File: src/rtl/hshift_unit.sv
module hshift_unit #(
  parameter int HW   = 16,
  parameter int CNTW = 16,
  parameter int SHW  = 6
) (
  input  logic            clk,
  input  logic            rst,
  input  logic            op_valid,
  input  logic [2*HW-1:0] src_word,
  input  logic            src_hi,
  input  logic            dst_hi,
  input  logic            arith_mode,
  input  logic [CNTW-1:0] count_in,
  output logic [2*HW-1:0] dst_word,
  output logic            flag_zero,
  output logic            flag_neg,
  output logic            flag_carry,
  output logic            flag_ovf0,
  output logic            flag_ovf1
);
  localparam int WW = 2 * HW;

  logic [HW-1:0]  opnd;
  logic [SHW-1:0] amt;
  logic           go_right;
  logic [SHW-1:0] mag;
  logic           fill;
  logic [HW-1:0]  res;
  logic [WW-1:0]  ext;

  assign opnd     = src_hi ? src_word[WW-1:HW] : src_word[HW-1:0];
  assign amt      = count_in[SHW-1:0];
  assign go_right = amt[SHW-1];
  assign mag      = go_right ? (~amt + 1'b1) : amt;
  assign fill     = arith_mode & opnd[HW-1];
  assign ext      = {{HW{fill}}, opnd} >> mag;

  always_comb begin
    if (mag >= SHW'(HW))
      res = go_right ? {HW{fill}} : '0;
    else if (go_right)
      res = ext[HW-1:0];
    else
      res = opnd << mag;
  end

  always_ff @(posedge clk) begin
    if (rst) begin
      dst_word   <= '0;
      flag_zero  <= 1'b0;
      flag_neg   <= 1'b0;
      flag_carry <= 1'b0;
      flag_ovf0  <= 1'b0;
      flag_ovf1  <= 1'b0;
    end else if (op_valid) begin
      if (dst_hi) dst_word[WW-1:HW] <= res;
      else        dst_word[HW-1:0]  <= res;
      flag_zero  <= (res == '0);
      flag_neg   <= res[HW-1];
      flag_carry <= 1'b0;
      flag_ovf0  <= 1'b0;
      flag_ovf1  <= 1'b0;
    end
  end
endmodule

File: config.mk
export PLATFORM = sky130hd
export DESIGN_NAME = hshift_unit
export DESIGN_NICKNAME = d
export VERILOG_FILES = /design/src/rtl/hshift_unit.sv
export SDC_FILE = /design/constraint.sdc
export NUM_CORES = 1
export LEC_CHECK = 0
export BUFFER_PORTS_ARGS = -buffer_cell sky130_fd_sc_hd__buf_2
export CORE_ASPECT_RATIO = 1.4
export CORE_MARGIN = 2
export CORE_UTILIZATION = 45
export DETAILED_ROUTE_END_ITERATION = 16
export PLACE_DENSITY = 0.7
export SLEW_MARGIN = 10
export SYNTH_ARGS = -nofsm -noshare
export SYNTH_HDL_FRONTEND = slang
export SYNTH_SLANG_ARGS = --single-unit
File: constraint.sdc
create_clock -name clk -period 8.95 [get_ports clk]
set_input_delay 1.3425 -clock clk [delete_from_list [all_inputs] [get_ports clk]]
set_output_delay 1.3425 -clock clk [all_outputs]
set_load 0.02 [all_outputs]
# Yosys cells after proc, flatten, opt, wreduce, memory -nomap -nowiden
# Index checks and enable logic that the tools add are counted.
classes:
  addsub: 1
  order_cmp: 1
  shift: 2
  muxes: 5
  bitwise: 3
  n_reduce_logical: 3
ops:
  columns: ["cell", "count"]
  rows:
  - ["$mux W16", 4]
  - ["$shr A32 B6 Y16", 1]
  - ["$logic_not A16 Y1", 1]
  - ["$shl A16 B6 Y16", 1]
  - ["$add A6 B1 Y6 const B", 1]
  - ["$ge A6 B5 Y1 const B", 1]
  - ["$mux W6", 1]
  - ["$not A6 Y6", 1]
  - ["$reduce_and A2 Y1", 2]
  - ["$and A1 B1 Y1", 1]
  - ["$not A1 Y1", 1]
totals:
  ff_bits: 34
  in_bits: 54
  out_inout_bits: 37
  wordCells: 19

# Depth between registers and ports, before layout
logic_depth:
  word_depth: 7
  ltp_mapped: 15
  mapped_depth_nobuf: 10

# Worst setup path before layout
# No wires, ideal clock.
synth_timing:
  path_kind: "input-to-reg"
  startpoint: "input port count_in[0]"
  endpoint: "register flag_zero"
  setup_time_ns: 0.088
  t_arrival_ns: 3.884
  required_time_ns: 8.862
  setup_slack_ns: 4.978
  stages: 12
  n_path_buf: 3
  path_cell_list: "buf_4 buf_6 buf_6 inv_1 ha_1 mux2i_2 mux4_2 a211o_1 a21oi_2 and4bb_1 nand4_1 o32ai_2"
synth_between:
  elab_chain_cells: 7
  word_cells_on_any_way: 9
  classes_between: "add/sub (1); order compare (1); shift (2); mux (3); bitwise (1); reduce/logical (1)"
synth_rtl:
  columns: ["item", "line", "text"]
  rows:
  - ["start: declaration", "13", "input logic [CNTW-1:0] count_in,"]
  - ["$not A6 Y6", "34", "assign mag = go_right ? (~amt + 1'b1) : amt;"]
  - ["$add A6 B1 Y6", "34", null]
  - ["$mux W6 *", "34", null]
  - ["$shr A32 B6 Y16 / $shl A16 B6 Y16 (equally long branches)", "36, 44", null]
  - ["$mux W16", "41", "else if (go_right)"]
  - ["$mux W16 *", "39", "if (mag >= SHW'(HW))"]
  - ["$logic_not A16 Y1 *", "58", "flag_zero <= (res == '0);"]
  - ["end signal: assignment", "58", null]
  - ["end: declaration", "15", "output logic flag_zero,"]
# Mark *: on every way between the ends. The rest lies on a longest branch, timed or not.
# A chain may end at the register's enable or synchronous reset.

# Final worst setup path
# Ends and elaborated chain as after synthesis.

==> impl_metrics.py <==
metrics = {
    "layout": {
        "mostFrequentLayoutCells": "buf_2, nor2_1, dfxtp_1",
        "stdcell_count": 561,
        "drive_gt1_share_pct": 31.9,
        "layout_commonest_cell": "buf_2",
        "final_core_util_pct": 51.4,
        "layout.nets": 515,
        "antenna_cells": 0,
        "syn2layout_area_growth_pct": 10.7,
    },
    "hold_path": {
        "hold_depth": 2,
        "worstHoldPathType": "reg -> reg",
        "holdPathEnd": "dst_word[15]$_SDFFE_PP0P_",
        "min_from": "dst_word[15]$_SDFFE_PP0P_",
    },
    "cts": {
        "path_clk_slew_ns": 0.07,
        "clk_latency_ns": 0.28,
        "postCtsHoldBufs": 0,
        "cts.sinks": 34,
        "tritoncts": "yes",
        "cts_buffers": 5,
        "cts_max_path_buffers": 2,
        "htree_levels": 2,
        "cts-root-buf": "clkbuf_8",
        "cts_setup_buffers": 0,
        "cts_resized": 0,
    },
    "pwr": {
        "ir_drop_mv": 0.117,
        "power_leakage_nw": 1.59,
        "power_w": 0.000513,
        "powerDensity_mw_per_mm2": 129,
    },
    "setup_path": {
        "crit_buf_inv": 3,
        "cp.arrival_ns": 4.58,
        "worst-path-max-fanout": 41,
        "required_ns": 9.15,
        "regToRegSetupSlack_ns": 8.23,
        "rr_endpoint": "dst_word[25]$_SDFFE_PP0P_",
        "cp-start-kind": "primary input",
        "cp-end-kind": "flip-flop",
        "cpPeakStageDelay_ns": 0.56,
        "r2r-start": "dst_word[25]$_SDFFE_PP0P_",
        "reg2reg_depth": 2,
        "cp_cell_sequence": "buf_2 > buf_4 > inv_1 > ha_1 > mux2_2 > nor2_1 > o21ai_0 > nor3_1 > o311a_1 > nor3_1 > nand4b_1 > o32ai_2",
        "path_class": "in -> reg",
        "cp_slowest_cell": "mux2_2",
        "critPathTopFamily": "simple AND/OR/NAND/NOR gates",
        "crit_top_cell": "nor3_1",
    },
    "floorplanning": {
        "die_area_mm2": 0.00874,
        "rows": 38,
        "die_y_um": 110,
        "coreArea_mm2": 0.00775,
        "ios": 91,
        "die_w_um": 79.6,
        "start_util_pct": 46.4,
    },
    "drt": {
        "wl_per_cell_um": 18.3,
        "drt-initial-drc-count": 240,
        "dr.pass1.iters": 7,
        "viasPerCell": 6.44,
        "drtAntennaViolNets": 0,
        "drc": 0,
        "via_count": 3613,
        "routed_wl_mm": 10.3,
    },
    "synth": {
        "ys_ff_latch": 34,
        "async_flop_share_pct": 0,
        "ys_seq_area_share_pct": 18.9,
        "synth_cell_type_count": 72,
        "avgSynthCellArea_um2": 8.80,
        "synth-edff-count": 0,
        "syn_area_mm2": 0.00360,
        "yosys_warnings": 0,
        "synth_flop_cell": "dfxtp_1",
        "synth_cells": 409,
    },
    "placement": {
        "placed_cells": 553,
        "place_ws_ns": 4.33,
        "gp_congestion": 0.995,
        "port_buffers": 77,
        "hpwl_mm": 7.84,
    },
    "timing": {
        "fin_setup_tns_ns": 0,
        "fmax_mhz": 228,
        "grt_setup_unrepaired": "no",
        "period_needed_ns": 4.38,
        "finalHoldViolations": 0,
        "slew_headroom_pct": 22.6,
        "setup_ws_ns": 4.57,
        "drv_slew": 0,
        "worstMarginPinSlew_ns": 1.15,
        "post-route-period-util_pct": 48.9,
        "setup_violations": 0,
        "fin_skew_ns": 0,
    },
    "flow_run": {
        "cap_violations": 0,
    },
    "run_status": {
        "outcome": "finished clean",
    },
    "global_route": {
        "grt_pass1_vias": 3272,
        "grt_pass1_wl_mm": 16.3,
        "grtUsageTotal_pct": 23.5,
        "grt.overflow.total": 0,
        "antenna_found_initial": 0,
        "grt_max_degree": 42,
    },
}
-- power by group --
part / total, W / switching, W / internal [W] / leakage [nW]
Clock: 0.000115 / 0.0000532 / 0.0000620 / 0.0482
Combinational: 0.000232 / 0.000139 / 0.0000930 / 1.26
Sequential: 0.000165 / 0.00000421 / 0.000161 / 0.279
-- logic make-up after synthesis --
kind of cell,after synthesis,share of synthesized area (%)
DFF,34,18.9
muxes,68,30.5
adders and majority gates,1,0.348
xor gates and xnor gates,4,0.973
AOI/OAI and AO/OA,105,21.7
buffers and inverters,48,8.17
other,1,0.104
and+or+nand+nor,148,19.3
-- area by class of cell --
type / instances / area, um^2
flip-flops and latches: 34 / 681
clock inverters: 1 / 5.00
inverters: 7 / 26.3
well taps: 100 / 125
repair buffers: 83 / 430
clock buffers: 7 / 86.3
multi-input cells: 329 / 2630
fillers: 762 / 3760
-- registers in the layout (all words and copies together), names as in the netlist --
| name | cells |
|---|---|
| flag_neg | 1 |
| dst_word | 32 |
| flag_zero | 1 |
-- per-stage QoR --
step / instance area [um^2] / hold WS [ns]
final: 3990 / 0.462
after global routing: 3990 / 0.479
after CTS: 3990 / 0.462
after detailed placement: 3890 / 0.453
after global placement: 3890 / 0.440
after floorplan: 3610 / 0.534
-- cells in the mapped netlist, types with 3 or more instances --
master	count	area (um^2)
mux2_2	7	78.8
buf_1	4	15.0
nand3_1	8	40.0
nor4_1	3	18.8
and3_1	5	31.3
a21o_1	4	30.0
a31oi_1	3	18.8
nand4_1	3	18.8
a21oi_1	18	90.1
a211oi_1	27	203
nand2b_1	3	18.8
clkbuf_1	12	45.0
nand2_1	28	105
nor2b_1	3	18.8
o211ai_1	3	22.5
mux2i_1	27	270
buf_4	6	45.0
a311oi_1	3	26.3
or3_1	3	18.8
inv_1	6	22.5
dfxtp_1	34	681
o21ai_0	11	55.1
buf_2	11	55.1
nor2_1	65	244
xnor2_1	4	35.0
mux4_2	31	698
buf_6	6	67.6
nor3_1	14	70.1
o21a_1	3	22.5
-- metal layers --
layer | GRT usage [%] | share of wire [%] | up-vias
met2 | 41.1 | 49 | 235
met5 | 0 | 0 | -
li1 | - | - | 1674
met3 | 2.22 | 7.9 | 35
met1 | 29.0 | 39 | 1669
met4 | 11.0 | 4.0 | 0
-- worst register-to-register path, cell delays in order (launching register included) --
cell,delay (ns)
dfxtp_1,0.33
nor2_1,0.05
a211oi_1,0.26
-- worst max-delay path by stage --
stage	to	cells past startpoint	from	slack, ns
2_1_floorplan	flag_zero$_SDFFE_PP0P_	12	count_in[0]	4.98
3_3_place_gp	flag_zero$_SDFFE_PP0P_	12	count_in[0]	4.38
3_5_place_dp	flag_zero$_SDFFE_PP0P_	12	count_in[0]	4.33
4_1_cts	flag_zero$_SDFFE_PP0P_	12	count_in[0]	4.62
5_1_grt	flag_zero$_SDFFE_PP0P_	11	count_in[0]	4.39
6_report	flag_zero$_SDFFE_PP0P_	12	count_in[0]	4.57
No activity file was read; power rests on OpenSTA's default activity.
